**src/rtl/irq_vec_pkg.sv**
```systemverilog
package irq_vec_pkg;

    localparam int NUM_SRC    = 16;
    localparam int IDX_W      = $clog2(NUM_SRC);
    localparam int LVL_W      = 4;
    localparam int VEC_W      = 8;
    localparam int SYS_BIT    = 7;
    localparam int PAD_BIT    = 8;
    localparam int UNUSED_BIT = 14;

    typedef enum logic [0:0] {
        ST_IDLE    = 1'b0,
        ST_PRESENT = 1'b1
    } present_state_e;

    // Fixed priority level of each bit position.
    function automatic logic [LVL_W-1:0] src_level(input int idx);
        case (idx)
            0:       src_level = 4'd15;
            1:       src_level = 4'd14;
            2:       src_level = 4'd13;
            3:       src_level = 4'd12;
            4:       src_level = 4'd11;
            5:       src_level = 4'd10;
            6:       src_level = 4'd9;
            7, 8:    src_level = 4'd8;
            9:       src_level = 4'd5;
            10, 11:  src_level = 4'd6;
            12:      src_level = 4'd3;
            13:      src_level = 4'd2;
            15:      src_level = 4'd7;
            default: src_level = 4'd0;
        endcase
    endfunction

    // Fixed exception vector of each bit position.
    function automatic logic [VEC_W-1:0] src_vector(input int idx);
        case (idx)
            9:       src_vector = 8'h4B;
            10:      src_vector = 8'h4A;
            11:      src_vector = 8'h49;
            15:      src_vector = 8'h50;
            14:      src_vector = 8'h00;
            default: src_vector = 8'h40 + 8'(idx);
        endcase
    endfunction

endpackage

```
**src/rtl/irq_pending_bank.sv**
```systemverilog
module irq_pending_bank
    import irq_vec_pkg::*;
#(
    parameter int NSRC  = NUM_SRC,
    parameter int REG_W = 32
) (
    input  logic             clk,
    input  logic             rst_n,
    input  logic [NSRC-1:0]  src_i,
    input  logic             pad_wr,
    input  logic [1:0]       pad_en,
    input  logic             reg_wr,
    input  logic             reg_sel,
    input  logic [REG_W-1:0] reg_wdata,
    input  logic [NSRC-1:0]  ack_clr,
    output logic [NSRC-1:0]  pend_o,
    output logic [NSRC-1:0]  enable_o,
    output logic [REG_W-1:0] rdata_o
);
    localparam logic [NSRC-1:0] LIVE    = ~(NSRC'(1) << UNUSED_BIT);
    localparam logic [NSRC-1:0] PAD_ONE = NSRC'(1) << PAD_BIT;

    logic [NSRC-1:0] src_q;
    logic [NSRC-1:0] pend_q;
    logic [NSRC-1:0] mask_q;
    logic [NSRC-1:0] set_v;

    assign set_v = ((src_i & ~src_q) | ((pad_wr && (|pad_en)) ? PAD_ONE : '0)) & LIVE;

    always_ff @(posedge clk) begin
        if (!rst_n) begin
            src_q  <= '0;
            pend_q <= '0;
            mask_q <= '1;
        end else begin
            src_q <= src_i;
            if (reg_wr && reg_sel)
                pend_q <= reg_wdata[NSRC-1:0] & LIVE;
            else
                pend_q <= (pend_q | set_v) & ~ack_clr;
            if (reg_wr && !reg_sel)
                mask_q <= reg_wdata[NSRC-1:0];
        end
    end

    for (genvar g = 0; g < NSRC; g++) begin : g_en
        if (g == SYS_BIT) begin : g_inv
            assign enable_o[g] = mask_q[g];
        end else if (g == UNUSED_BIT) begin : g_off
            assign enable_o[g] = 1'b0;
        end else begin : g_norm
            assign enable_o[g] = ~mask_q[g];
        end
    end

    assign pend_o  = pend_q;
    assign rdata_o = reg_sel ? ~REG_W'(pend_q) : REG_W'(mask_q);

endmodule

```
**src/rtl/irq_prio_pick.sv**
```systemverilog
module irq_prio_pick
    import irq_vec_pkg::*;
#(
    parameter int NSRC = NUM_SRC,
    parameter int IW   = IDX_W
) (
    input  logic [NSRC-1:0] cand_i,
    output logic            valid_o,
    output logic [IW-1:0]   idx_o
);
    logic [LVL_W-1:0] best_lvl;

    // Scan from the top index down with >=, so a lower index takes ties.
    always_comb begin
        valid_o  = 1'b0;
        idx_o    = '0;
        best_lvl = '0;
        for (int i = NSRC - 1; i >= 0; i--) begin
            if (cand_i[i] && (!valid_o || src_level(i) >= best_lvl)) begin
                valid_o  = 1'b1;
                idx_o    = IW'(i);
                best_lvl = src_level(i);
            end
        end
    end

endmodule

```
**src/rtl/irq_present_fsm.sv**
```systemverilog
module irq_present_fsm
    import irq_vec_pkg::*;
#(
    parameter int NSRC = NUM_SRC,
    parameter int IW   = IDX_W
) (
    input  logic             clk,
    input  logic             rst_n,
    input  logic             pick_valid,
    input  logic [IW-1:0]    pick_idx,
    input  logic [NSRC-1:0]  pend_i,
    input  logic [NSRC-1:0]  enable_i,
    input  logic             ack_i,
    output logic             req_o,
    output logic [LVL_W-1:0] level_o,
    output logic [VEC_W-1:0] vector_o,
    output logic [NSRC-1:0]  ack_clr_o
);
    present_state_e   state_q, state_d;
    logic [IW-1:0]    cur_q;
    logic [LVL_W-1:0] lvl_q;
    logic [VEC_W-1:0] vec_q;
    logic             cur_live;

    assign cur_live = pend_i[cur_q] & enable_i[cur_q];

    // State register and captured winner.
    always_ff @(posedge clk) begin
        if (!rst_n) begin
            state_q <= ST_IDLE;
            cur_q   <= '0;
            lvl_q   <= '0;
            vec_q   <= '0;
        end else begin
            state_q <= state_d;
            if (state_q == ST_IDLE && pick_valid) begin
                cur_q <= pick_idx;
                lvl_q <= src_level(int'(pick_idx));
                vec_q <= src_vector(int'(pick_idx));
            end
        end
    end

    // Transitions: IDLE_TO_PRESENT, PRESENT_TO_IDLE_ACK, PRESENT_TO_IDLE_WITHDRAW.
    always_comb begin
        state_d = state_q;
        unique case (state_q)
            ST_IDLE:    if (pick_valid) state_d = ST_PRESENT;
            ST_PRESENT: if (ack_i || !cur_live) state_d = ST_IDLE;
        endcase
    end

    // Outputs.
    always_comb begin
        req_o     = (state_q == ST_PRESENT);
        level_o   = req_o ? lvl_q : '0;
        vector_o  = req_o ? vec_q : '0;
        ack_clr_o = (req_o && ack_i) ? (NSRC'(1) << cur_q) : '0;
    end

endmodule

```
**src/rtl/irq_vector_ctrl.sv**
```systemverilog
module irq_vector_ctrl
    import irq_vec_pkg::*;
(
    input  logic        clk,
    input  logic        rst_n,
    input  logic [15:0] src_i,
    input  logic        pad_latch_wr,
    input  logic [1:0]  pad_latch_en,
    input  logic        reg_wr,
    input  logic        reg_sel,
    input  logic [31:0] reg_wdata,
    output logic [31:0] reg_rdata,
    input  logic        irq_ack,
    output logic        irq_req,
    output logic [3:0]  irq_level,
    output logic [7:0]  irq_vector
);
    logic [NUM_SRC-1:0] pend_w;
    logic [NUM_SRC-1:0] en_w;
    logic [NUM_SRC-1:0] clr_w;
    logic               pick_v;
    logic [IDX_W-1:0]   pick_i;

    irq_pending_bank #(.NSRC(NUM_SRC), .REG_W(32)) bank_i (
        .clk(clk), .rst_n(rst_n), .src_i(src_i),
        .pad_wr(pad_latch_wr), .pad_en(pad_latch_en),
        .reg_wr(reg_wr), .reg_sel(reg_sel), .reg_wdata(reg_wdata),
        .ack_clr(clr_w), .pend_o(pend_w), .enable_o(en_w), .rdata_o(reg_rdata)
    );

    irq_prio_pick #(.NSRC(NUM_SRC), .IW(IDX_W)) pick_u (
        .cand_i(pend_w & en_w), .valid_o(pick_v), .idx_o(pick_i)
    );

    irq_present_fsm #(.NSRC(NUM_SRC), .IW(IDX_W)) fsm_i (
        .clk(clk), .rst_n(rst_n), .pick_valid(pick_v), .pick_idx(pick_i),
        .pend_i(pend_w), .enable_i(en_w), .ack_i(irq_ack),
        .req_o(irq_req), .level_o(irq_level), .vector_o(irq_vector),
        .ack_clr_o(clr_w)
    );

endmodule

```
**config.mk**
```make
export PLATFORM = sky130hd
export DESIGN_NAME = irq_vector_ctrl
export DESIGN_NICKNAME = d
export VERILOG_FILES = /design/src/rtl/irq_vec_pkg.sv /design/src/rtl/irq_pending_bank.sv /design/src/rtl/irq_prio_pick.sv /design/src/rtl/irq_present_fsm.sv /design/src/rtl/irq_vector_ctrl.sv
export SDC_FILE = /design/constraint.sdc
export NUM_CORES = 1
export LEC_CHECK = 0
export ABC_AREA = 1
export BUFFER_PORTS_ARGS = -buffer_cell sky130_fd_sc_hd__buf_2
export CAP_MARGIN = 15
export CORE_MARGIN = 3
export CORE_UTILIZATION = 40
export DETAILED_ROUTE_END_ITERATION = 6
export SYNTH_ARGS = -nofsm -noshare
export SYNTH_HDL_FRONTEND = slang
export SYNTH_SLANG_ARGS = --single-unit
```
**constraint.sdc**
```tcl
create_clock -name clk -period 2.8 [get_ports clk]
set_clock_uncertainty 0.05 [all_clocks]
set_input_delay 0.28 -clock clk [delete_from_list [all_inputs] [get_ports clk]]
set_output_delay 0.28 -clock clk [all_outputs]
set_load 0.05 [all_outputs]
```
Yosys cells after proc, flatten, opt, wreduce, memory -nomap -nowiden

Memories as Yosys holds them, arrays and structs flattened. A register that Yosys moved wholly into a read port is not among the register bits.
Index checks and enable logic that the tools add are counted.

Add/sub/neg operators: 1
Order comparisons: 16
Eq/ne operators: 5
Shifts and indexed selects: 1
Multiplexer cells: 61
Bitwise logic cells: 25
Reduce and logical (&&, ||, !) cells: 56

Operators with widths:

| kind                   | count |
|---|---|
| $mux W4                | 25 |
| $and A16 B16 Y16       | 3 |
| $pmux W8 S5            | 1 |
| $ge A4 B4 Y1 const A   | 8 |
| $mux W16               | 2 |
| $mux W32               | 1 |
| $not A16 Y16           | 2 |
| $not A16 Y32           | 1 |
| $or A16 B16 Y16        | 2 |
| $mux W3                | 7 |
| $eq A4 B4 Y1 const B   | 5 |
| $logic_and A1 B1 Y1    | 20 |
| $mux W1                | 20 |
| $logic_not A1 Y1       | 18 |
| $logic_or A1 B1 Y1     | 16 |
| $not A1 Y1             | 16 |
| $shl A1 B4 Y16 const A | 1 |
| $ge A3 B3 Y1 const A   | 3 |
| $mux W9                | 1 |
| $add A7 B4 Y8 const A  | 1 |
| $bmux W1 S4            | 2 |
| $mux W8                | 1 |
| $ge A2 B3 Y1 const A   | 2 |
| $lt A4 B5 Y1 const B   | 1 |
| 5 further kinds        | 6 |

Bits in registers: 61
Memory bits (read-only): 64
Input bits: 56
Output and inout port bits: 45
Word-level logic and storage cells: 173
Memories: 1

Memories:

| name             | words | bits a word | read ports | clocked after memory_dff | wr ports | line              | text |
|---|---|---|---|---|---|---|---|
| (name not given) | 16    | 4           | 1          | 1                        | 0        | irq_vec_pkg.sv:18 | `case (idx)` |

Longest topological paths before layout

Gate-level depths: netlist (run 1).

Depth after elaboration: 65
Gate-level depth with buffers: 25
Depth with buffers taken out: 25

By module

From an unflattened synthesis (run 1), not the netlist that was laid out.

Cells, all modules: 591
Area, all modules: 3,762.4 um^2

By module, submodules not included:

| module           | instances | cells an instance | area an instance (um^2) | sequential area each (um^2) |
|---|---|---|---|---|
| irq_pending_bank | 1         | 276               | 2,120.8                 | 940.9 |
| irq_present_fsm  | 1         | 234               | 1,296.2                 | 300.3 |
| irq_prio_pick    | 1         | 49                | 225.2                   | 0.0 |
| irq_vector_ctrl  | 1         | 32                | 120.1                   | 0.0 |

Least setup slack after synthesis (run 1)

Ideal clock, no wire load.

Path type: register to register
From: register bank_i.mask_q[15]
To: register fsm_i.vec_q[6]
Setup time: 0.128 ns
Arrival time: 2.038 ns
Data required time: 2.622 ns
Slack: 0.584 ns
Stages on the path, launching flop included: 25
Path buffers: 0
Cell sequence: dfxtp_1 inv_2 nand2_2 nand2_1 nor2_1 nand2_1 nand2_1 nand2_1 nand2_1 nand2_1 nand2_1 nand2_1 nand2_1 nand2_1 nand2_1 nand2_1 inv_1 ha_1 nor2_1 nor2_1 inv_1 nand2_1 inv_2 a21oi_1 a31oi_1

Word-level cells in the longest chain between the ends: 65
Elaborated cells between the ends (all ways): 117
Classes of those cells: 1 x add/sub; 15 x order compare; 5 x eq/ne; 48 x mux; 2 x bitwise; 46 x reduce/logical

RTL lines:

| item                                                    | line                                 | text |
|---|---|---|
| start, declared                                         | irq_pending_bank.sv:25               | `logic [NSRC-1:0] mask_q;` |
| start signal, assigned                                  | irq_pending_bank.sv:42               | `mask_q <= reg_wdata[NSRC-1:0];` |
| $not A1 Y1 *                                            | irq_pending_bank.sv:52               | `assign enable_o[g] = ~mask_q[g];` |
| $and A16 B16 Y16 *                                      | irq_vector_ctrl.sv:32                | `.cand_i(pend_w & en_w), .valid_o(pick_v), .idx_o(pick_i)` |
| $mux W3 / $mux W1 (equally long branches)               | irq_prio_pick.sv:19                  | `if (cand_i[i] && (!valid_o \|\| src_level(i) >= best_lvl)) begin` |
| $ge A1 B3 Y1 / $logic_not A1 Y1 (equally long branches) | irq_prio_pick.sv:19                  |  |
| $logic_or A1 B1 Y1                                      | irq_prio_pick.sv:19                  |  |
| $logic_and A1 B1 Y1                                     | irq_prio_pick.sv:19                  |  |
| $mux W3 / $mux W1 (equally long branches)               | irq_prio_pick.sv:19                  |  |
| $ge A2 B3 Y1 / $logic_not A1 Y1 (equally long branches) | irq_prio_pick.sv:19                  |  |
| [50 not listed]                                         | -                                    |  |
| $mux W4 / $mux W1 (equally long branches)               | irq_prio_pick.sv:19                  |  |
| $ge A4 B4 Y1 / $logic_not A1 Y1 (equally long branches) | irq_prio_pick.sv:19                  |  |
| $logic_or A1 B1 Y1                                      | irq_prio_pick.sv:19                  |  |
| $logic_and A1 B1 Y1                                     | irq_prio_pick.sv:19                  |  |
| $mux W4 *                                               | irq_prio_pick.sv:19                  |  |
| via fsm_i.pick_idx[0]                                   | irq_present_fsm.sv:10                | `input logic [IW-1:0] pick_idx,` |
| $add A7 B4 Y8 / $eq A4 B4 Y1 (equally long branches)    | irq_vec_pkg.sv:44, irq_vec_pkg.sv:38 |  |
| $pmux W8 S5 *                                           | irq_vec_pkg.sv:38                    | `case (idx)` |
| end signal, assigned                                    | irq_present_fsm.sv:39                | `vec_q <= src_vector(int'(pick_idx));` |
| end, declared                                           | irq_present_fsm.sv:22                | `logic [VEC_W-1:0] vec_q;` |

Mark *: on every way through the listed nets, which the timed path passes. The rest lies on a longest branch.
A chain may end at the register's enable or synchronous reset.

Worst setup path after layout (run 1)

From: register bank_i.mask_q[11]
To: register fsm_i.vec_q[6]

Word-level cells in the longest chain between the ends: 50
Elaborated cells between the ends (all ways): 90
Classes of those cells: 1 x add/sub; 11 x order compare; 5 x eq/ne; 36 x mux; 2 x bitwise; 35 x reduce/logical

RTL lines:

| item                                                    | line |
|---|---|
| $not A1 Y1 *                                            | irq_pending_bank.sv:52 |
| $and A16 B16 Y16 *                                      | irq_vector_ctrl.sv:32 |
| $logic_and A1 B1 Y1 *                                   | irq_prio_pick.sv:19 |
| $mux W3 / $mux W1 (equally long branches)               | irq_prio_pick.sv:19 |
| $ge A3 B3 Y1 / $logic_not A1 Y1 (equally long branches) | irq_prio_pick.sv:19 |
| $logic_or A1 B1 Y1                                      | irq_prio_pick.sv:19 |
| $logic_and A1 B1 Y1                                     | irq_prio_pick.sv:19 |
| $mux W3 / $mux W1 (equally long branches)               | irq_prio_pick.sv:19 |
| [35 not listed]                                         | - |
| $mux W4 / $mux W1 (equally long branches)               | irq_prio_pick.sv:19 |
| $ge A4 B4 Y1 / $logic_not A1 Y1 (equally long branches) | irq_prio_pick.sv:19 |
| $logic_or A1 B1 Y1                                      | irq_prio_pick.sv:19 |
| $logic_and A1 B1 Y1                                     | irq_prio_pick.sv:19 |
| $mux W4 *                                               | irq_prio_pick.sv:19 |
| via fsm_i.pick_idx[0]                                   | irq_present_fsm.sv:10 |
| $add A7 B4 Y8 / $eq A4 B4 Y1 (equally long branches)    | irq_vec_pkg.sv:44, irq_vec_pkg.sv:38 |
| $pmux W8 S5 *                                           | irq_vec_pkg.sv:38 |

Marked as above.

==> results of run 1 <==
==> per-layer routing <==
| metal | wire (um) | share of wire [%] |
|---|---|---|
| met3 | 427 | 5.2 |
| met2 | 3884 | 47 |
| met4 | 101 | 1.2 |
| met5 | 0 | 0 |
| met1 | 3876 | 47 |
==> Yosys cell counts, types with 2 or more instances <==
cell type | count | area (um2)
nand4_1 | 2 | 12.51
dfxtp_1 | 62 | 1241
o21ai_1 | 2 | 10.01
buf_4 | 18 | 135.1
a21oi_1 | 35 | 175.2
nand2_1 | 141 | 529.3
o21ai_0 | 53 | 265.3
clkbuf_1 | 14 | 52.55
nand2_2 | 4 | 25.02
o22ai_1 | 3 | 18.77
nor2_1 | 35 | 131.4
a31oi_1 | 2 | 12.51
inv_1 | 74 | 277.8
nor2_2 | 3 | 18.77
nand3_1 | 24 | 120.1
inv_2 | 6 | 22.52
ha_1 | 5 | 62.56
o211ai_1 | 7 | 52.55
or2_4 | 2 | 17.52
buf_1 | 2 | 7.510
buf_6 | 2 | 22.52
clkinv_1 | 2 | 7.510
==> logic make-up after synthesis <==
group | share of synthesized area [%]
compound gates | 18.26
flops | 37.11
buf+inv | 15.86
other cells | 0.1121
simple gates | 26.79
fa+ha+maj | 1.871
==> power by group through the flow <==
stage / Clock (mW) / Sequential [mW] / Combinational [mW]
after floorplan: 0 / 1.04 / 0.607
after global placement: 0 / 1.05 / 0.739
after detailed placement: 0 / 1.05 / 0.744
after CTS: 0.894 / 1.03 / 0.748
after global routing: 0.933 / 1.05 / 0.837
final: 0.869 / 1.03 / 0.748
==> how the worst min path moves through the flow <==
stage                   endpoint  slack, ns  cells after the start
2_1_floorplan    bank_i.src_q[0]       0.32                      2
3_3_place_gp   bank_i.mask_q[14]       0.40                      2
5_1_grt          bank_i.src_q[2]       0.08                      3
4_1_cts          bank_i.src_q[2]       0.06                      3
3_5_place_dp      fsm_i.vec_q[0]       0.41                      2
6_report         bank_i.src_q[2]       0.08                      3
==> stage by stage <==
stage	total power, mW	hold WS [ns]
after floorplan	1.646	0.3235
after CTS	2.675	0.06242
after detailed placement	1.797	0.4060
after global routing	2.817	0.08316
after global placement	1.789	0.4047
final	2.650	0.08089
==> layout make-up <==
type	instances	area [um2]	area share, %
Sequential cell	62	1241	31.63
Clock inverter	4	70.07	1.786
Clock buffer	12	145.1	3.699
Tap cell	102	127.6	3.253
Multi-Input combinational cell	332	1584	40.37
Timing Repair Buffer	86	442.9	11.29
Inverter	83	312.8	7.972
==> flip-flops by register name (all words and copies together) (netlist names) <==
signal         cells
bank_i.mask_q     16
bank_i.pend_o     16
bank_i.src_q      15
fsm_i.vec_q        6
fsm_i.cur_q        4
fsm_i.lvl_q        4
fsm_i.req_o        1
==> tightest hold or removal path: cells and delay by family <==
kind          cells  cell delay [ns]
simple gates      1             0.04
buf+inv           2             0.12
==> impl_metrics.yaml, run 1 <==
run_status:
  status: "completed"
pwr:
  power_frac_comb_pct: 28.2
  max-vdd-ir-drop_uv: 317.3
  power_frac_seq_pct: 39.0
  power-per-cell-area_nw_per_um2: 675.4
  swShare_pct: 35.54
  p_sw_mw: 0.9418
  cellLeakagePower_nw: 2.126
  p_int_mw: 1.708
  clkPwrFrac_pct: 32.8
detailed_routing:
  via_per_inst: 4.728
  ant_nets: 0
  drt-total-wl_um: 8289
  drt_iter0_drc: 156
  dr.pass1.iters: 5
  wl_per_cell_um: 12.17
  remaining_drc_errors: 0
  route.vias.total: 3220
setup_path:
  cp_common_cell: "nand2_1"
  endpoint_kind: "flop"
  critPathSlowestCell: "dfxtp_1"
  path_buf_inv: 4
  cpPeakStageDelay_ns: 0.33
  endpoint: "fsm_i.vec_q[6]"
  cp.arrival_ns: 2.62
  start_kind: "flop"
  reg2reg_slack_ns: 0.34
  rr_worst_depth: 24
  crit_chain: "inv_1 -> nand2_1 -> nand2_1 -> nor2_2 -> nand2_1 -> nand2_1 -> nand2_1 -> nand2_1 -> nand2_1 -> nand2_1 -> nand2_1 -> nand2_1 -> nand2_1 -> nand2_1 -> nand2_2 -> inv_1 -> ha_2 -> nor2_1 -> nor2_1 -> inv_1 -> nand2_1 -> inv_2 -> a21oi_1 -> a31oi_1"
  path_max_fanout: 5
  cp_data_required_time_ns: 2.96
  path_class: "reg2reg"
  startpoint: "bank_i.mask_q[11]"
  r2r_start: "bank_i.mask_q[11]"
  cp_num_cells: 24
  reg2reg_to: "fsm_i.vec_q[6]"
  path_delay_family: "simple AND/OR/NAND/NOR gates"
sta:
  setup_viol: 0
  relSlewSlack_pct: 40.59
  period_share_pct: 87.85
  rsz0062_at_grt: "true"
  tightest_slew_ns: 0.8891
  fmax_mhz: 406.5
  finalSetupTns_ns: 0
  finalMaxSlewViolations: 0
  hold_violations: 0
  period_needed_ns: 2.460
  layout_setup_ws_ns: 0.3402
cells_and_area:
  utilization_pct: 49.49
  n_fill_cell: 861
  diodes: 0
  area_growth_pct: 17.32
  finalNonFillerCells: 681
  final_cell_area_um2: 3924
  fin_nets: 635
  final_common_cell: "nand2_1"
  drive_gt1_share_pct: 21.59
  layout_common_cells: "nand2_1 (140), buf_2 (81), inv_1 (74)"
synth:
  ys_types: 36
  synth_flop_cell: "dfxtp_1"
  synth_edf_count: 0
  synthCells: 512
  async_flop_share_pct: 0
  seq_area_frac_synth_pct: 37.11
  yosysWarningCount: 0
  netlist_area_um2: 3344
  avgSynthCellArea_um2: 6.532
  synth.ff_latch_count: 62
place:
  dpl_worst_slack_ns: 0.2676
  gp_congestion: 0.8556
  hpwl_um: 6185
  io_buffers: 81
  dpl_cell_area_um2: 3701
  place_inst: 665
global_route:
  antenna_found_initial: 0
  grt_util_met1_pct: 23.50
  grtUsageMet3_pct: 3.661
  grt.total_usage_pct: 18.08
  grt_pass1_vias: 3033
  grt_first_pass_wirelength_um: 14230
  top_usage_layer: "met2"
  grt_max_degree: 33
  use_met2_pct: 29.89
  grt.overflow.total: 0
clock_network:
  clk_pin_slew_ns: 0.07
  cts-resized-gates: 0
  cts_made_buffers: 9
  cts.path.max_buffers: 2
  cts-root-buf: "clkbuf_8"
  cts_tree: "yes"
  clock_latency_ns: 0.34
  htreeDepth: 3
  cts_sinks: 62
  holdBufCountCts: 0
  cts_setup_buffers: 0
min_path:
  hp-start: "src_i[2]"
  hp-class: "in2reg"
floorplanning:
  io_pins: 101
  rows: 32
  fp.dieArea_um2: 9495
  coreArea_um2: 7928
  dieHeight_um: 97.44
  start_util_pct: 42.19
  die_w_um: 97.44
job:
  maxCapViolations: 0
(Power assumes the default switching activity.)
==> run 2: changes to the inputs <==
Settings changed: CORE_ASPECT_RATIO set to 0.5.
==> run 2 against run 1 <==
Net effect:
- cell area increased by 2.0%
- sequential power hardly changed
- clock power up 24%
- total power is 8.2% higher
- worst hold slack better by 0.0047 ns
- utilization increased by 2.4 points
- largest power group is now clock
==> impl_metrics.yaml, run 2 (synthesized netlist as in run 1, its figures left out) <==
job:
  maxCapViolations: 0
sta:
  finalMaxSlewViolations: 0
  setup_viol: 0
  period_share_pct: 90.86
  finalSetupTns_ns: 0
  relSlewSlack_pct: 38.86
  rsz0062_at_grt: "false"
  hold_violations: 0
  tightest_slew_ns: 0.9149
  period_needed_ns: 2.544
  fmax_mhz: 393.1
global_route:
  antenna_found_initial: 0
  grt_pass1_vias: 2759
  grt.total_usage_pct: 18.11
  grt_first_pass_wirelength_um: 13590
  grt_max_degree: 53
  grtUsageMet3_pct: 5.682
  grt_util_met1_pct: 26.65
  use_met2_pct: 24.89
  grt.overflow.total: 0
  top_usage_layer: "met1"
place:
  place_inst: 669
  hpwl_um: 6173
  io_buffers: 81
  gp_congestion: 0.8797
min_path:
  hp-class: "in2reg"
cells_and_area:
  fin_nets: 633
  area_growth_pct: 19.68
  final_common_cell: "nand2_1"
  finalNonFillerCells: 685
  diodes: 0
  utilization_pct: 51.93
  layout_common_cells: "nand2_1 (140), buf_2 (81), inv_1 (73)"
  drive_gt1_share_pct: 21.66
floorplanning:
  coreArea_um2: 7707
  fp.dieArea_um2: 9561
  io_pins: 101
  die_w_um: 135.3
  start_util_pct: 43.39
  dieHeight_um: 70.66
  rows: 22
setup_path:
  start_kind: "flop"
  path_class: "reg2reg"
  startpoint: "bank_i.pend_o[15]"
  reg2reg_to: "fsm_i.vec_q[3]"
  rr_worst_depth: 12
  reg2reg_slack_ns: 0.26
  endpoint_kind: "flop"
  cp_data_required_time_ns: 2.96
  path_max_fanout: 6
  r2r_start: "bank_i.pend_o[15]"
  endpoint: "fsm_i.vec_q[3]"
  cp.arrival_ns: 2.71
clock_network:
  clock_latency_ns: 0.33
  cts.path.max_buffers: 2
  cts-root-buf: "clkbuf_16"
  htreeDepth: 3
  cts_sinks: 62
  cts_setup_buffers: 0
  clk_pin_slew_ns: 0.06
  cts-resized-gates: 0
  holdBufCountCts: 0
  cts_made_buffers: 9
  cts_tree: "yes"
detailed_routing:
  dr.pass1.iters: 4
  via_per_inst: 4.655
  drt_iter0_drc: 227
  remaining_drc_errors: 0
  drt-total-wl_um: 8517
  ant_nets: 0
  wl_per_cell_um: 12.43
  route.vias.total: 3189
run_status:
  status: "completed"
pwr:
  power-per-cell-area_nw_per_um2: 716.4
  max-vdd-ir-drop_uv: 314.7
  cellLeakagePower_nw: 2.141
-- run 2: cell count changes in the layout (fill, tap and decap cells not counted), moves of 2 or more --
cell        before  now
clkbuf_8        10    0
clkbuf_16        0    9
clkinvlp_4       0    3
buf_4            5    3
-- run 2: layout make-up --
| cell class | count | area [um2] |
|---|---|---|
| well taps | 108 | 135.1 |
| flip-flops and latches | 62 | 1241 |
| clock buffers | 10 | 229.0 |
| multi-input cells | 332 | 1594 |
| repair buffers | 84 | 427.9 |
| fillers | 799 | 3705 |
| inverters | 83 | 312.8 |
| clock inverters | 6 | 62.56 |
-- run 2: power breakdown --
group	total, mW	switching, mW	internal [mW]
clock	1.08	0.395	0.684
combinational	0.752	0.538	0.214
sequential	1.04	0.0638	0.973
-- run 2: stage by stage --
stage / power, mW / worst slack [ns] / hold WS [ns] / cell area [um2]
2_1_floorplan: 1.646 / 0.5839 / 0.3235 / 3348
3_3_place_gp: 1.794 / 0.2940 / 0.4066 / 3694
3_5_place_dp: 1.795 / 0.3057 / 0.4067 / 3694
4_1_cts: 2.885 / 0.2774 / 0.07679 / 3985
5_1_grt: 3.019 / 0.005402 / 0.08146 / 4003
6_report: 2.867 / 0.2558 / 0.08555 / 4003
-- run 2: worst min-delay path by stage --
stage,from,depth (start not counted),end
after floorplan,src_i[0],2,bank_i.src_q[0]
after global placement,bank_i.mask_q[14],2,bank_i.mask_q[14]
after detailed placement,fsm_i.vec_q[4],2,fsm_i.vec_q[4]
after CTS,src_i[5],3,bank_i.src_q[5]
after global routing,src_i[7],3,bank_i.src_q[7]
final,src_i[3],3,bank_i.src_q[3]
-- run 2: worst max-delay path: stages, from the launching register on --
cell and delay, ns:
dfxtp_1 0.39, nand2_2 0.11, nand2_1 0.10, nor2_2 0.05
o21bai_1 0.16, nand3_1 0.10, a21oi_1 0.48, inv_1 0.17
ha_1 0.26, o31ai_1 0.34, nand2_1 0.08, o21ai_0 0.08
a21oi_1 0.08
-- run 2: layer usage --
metal,vias to the layer above,share of wire [%]
li1,1706,-
met1,1386,52
met2,90,40
met3,7,6.9
met4,0,1.0
met5,-,0
==> run 3: changes to the inputs <==
Settings changed: CTS_BUF_LIST set to sky130_fd_sc_hd__clkbuf_2 sky130_fd_sc_hd__clkbuf_4 sky130_fd_sc_hd__clkbuf_8.
==> run 3 against run 2 <==
Net effect:
- non-clock buffer count unchanged
- cell area is 2.4% lower
- total power decreased by 10%
- worst setup slack better by 0.0082 ns
- sequential power about the same
==> impl_metrics.yaml, run 3 (synthesized netlist as in run 1, its figures left out) <==
setup_path:
  critPathSlowestCell: "a21oi_1"
  cpPeakStageDelay_ns: 0.48
  path_class: "reg2reg"
  path_delay_family: "compound AO/OA/AOI/OAI gates"
  path_buf_inv: 1
  crit_chain: "nand2_2 -> nand2_1 -> nor2_2 -> o21bai_1 -> nand3_1 -> a21oi_1 -> inv_1 -> ha_1 -> o31ai_1 -> nand2_1 -> o21ai_0 -> a21oi_1"
  start_kind: "flop"
  cp.arrival_ns: 2.72
  endpoint_kind: "flop"
  path_max_fanout: 6
  reg2reg_slack_ns: 0.26
  cp_data_required_time_ns: 2.98
detailed_routing:
  wl_per_cell_um: 12.39
  wl_met2_um: 3415
  drt-total-wl_um: 8484
  highest_layer: "met4"
  remaining_drc_errors: 0
  via_per_inst: 4.670
  drt_iter0_drc: 196
  dr.pass1.iters: 5
  met1_length_um: 4413
  route.vias.total: 3199
  ant_nets: 0
  wl_met3_um: 554
global_route:
  grt_max_degree: 53
  grt.overflow.total: 0
  grt.total_usage_pct: 17.91
  antenna_found_initial: 0
  grt_pass1_vias: 2769
  grt_first_pass_wirelength_um: 13540
clock_network:
  cts_sinks: 62
  clk_pin_slew_ns: 0.08
  cts_tree: "yes"
  holdBufCountCts: 0
  cts_setup_buffers: 0
  cts-root-buf: "clkbuf_8"
  cts.path.max_buffers: 2
  cts_made_buffers: 9
  htreeDepth: 3
  clock_latency_ns: 0.35
pwr:
  swShare_pct: 37.64
  max-vdd-ir-drop_uv: 257.7
  power-per-cell-area_nw_per_um2: 657.9
  cellLeakagePower_nw: 2.099
  p_int_mw: 1.602
  clkPwrFrac_pct: 30.3
  power_frac_comb_pct: 29.4
  power_frac_seq_pct: 40.3
  p_sw_mw: 0.9671
place:
  place_inst: 669
  hpwl_um: 6173
  io_buffers: 81
  gp_congestion: 0.8797
sta:
  setup_viol: 0
  relSlewSlack_pct: 37.85
  finalMaxSlewViolations: 0
  fmax_mhz: 394.3
  period_needed_ns: 2.536
  hold_violations: 0
  tightest_slew_ns: 0.9301
  period_share_pct: 90.57
cells_and_area:
  utilization_pct: 50.67
  fin_nets: 633
  finalNonFillerCells: 685
  diodes: 0
  drive_gt1_share_pct: 21.84
  layout_common_cells: "nand2_1 (140), buf_2 (81), inv_1 (73)"
  area_growth_pct: 16.76
  final_common_cell: "nand2_1"
floorplanning:
  fp.dieArea_um2: 9561
  coreArea_um2: 7707
  io_pins: 101
  die_w_um: 135.3
  start_util_pct: 43.39
  rows: 22
  dieHeight_um: 70.66
min_path:
  hp-class: "in2reg"
job:
  maxCapViolations: 0
run_status:
  status: "completed"
-- run 3: cell counts in the layout (fill, tap and decap cells not counted) --
No cell type changed its count.
-- run 3: stage by stage --
step,hold WS [ns],cell area [um2],setup TNS [ns],setup slack [ns],power [mW]
final,0.06386,3905,0,0.2641,2.569
after CTS,0.05029,3887,0,0.2756,2.577
after global placement,0.4066,3694,0,0.2940,1.794
after detailed placement,0.4067,3694,0,0.3057,1.795
after global routing,0.05689,3905,-0.0001370,-0.0001370,2.711
after floorplan,0.3235,3348,0,0.5839,1.646
-- run 3: path summary, 6_finish.rpt --
kind,start,endpoint,cells past startpoint
setup / recovery,bank_i.pend_o[15],fsm_i.vec_q[3],12
hold / removal,src_i[3],bank_i.src_q[3],3
setup reg to reg,bank_i.pend_o[15],fsm_i.vec_q[3],12
hold reg to reg,fsm_i.vec_q[0],fsm_i.vec_q[0],2
-- run 3: cell type report --
class | count | area, um2
Clock inverter | 6 | 62.56
Timing Repair Buffer | 84 | 427.9
Multi-Input combinational cell | 332 | 1594
Tap cell | 108 | 135.1
Inverter | 83 | 312.8
Clock buffer | 10 | 131.4
Fill cell | 805 | 3802
Sequential cell | 62 | 1241
-- run 3: power by group through the flow --
stage	Sequential [mW]	Clock (mW)	Combinational (mW)
3_5_place_dp	1.05	0	0.742
3_3_place_gp	1.05	0	0.741
2_1_floorplan	1.04	0	0.607
5_1_grt	1.05	0.828	0.837
6_report	1.04	0.779	0.755
4_1_cts	1.03	0.796	0.746
-- run 3: what timing repair did --
action / in CTS / in global routing
gates resized for setup: 0 / 5
endpoints found under the hold margin: 0 / 0
endpoints found under the setup margin: 0 / 3
-- run 3: worst reg2reg max path: cells and delay by family (launching register included) --
kind                       cells  cell delay [ns]
adders and majority gates      1             0.26
buffers and inverters          1             0.17
and+or+nand+nor                5             0.44
AOI/OAI and AO/OA              5             1.13
DFF                            1             0.39
-- run 3: per-layer routing --
layer | track usage, % | vias to the layer above
met5 | 0 | -
met4 | 4.916 | 0
met3 | 5.611 | 11
met2 | 24.67 | 94
met1 | 26.69 | 1390
li1 | - | 1704
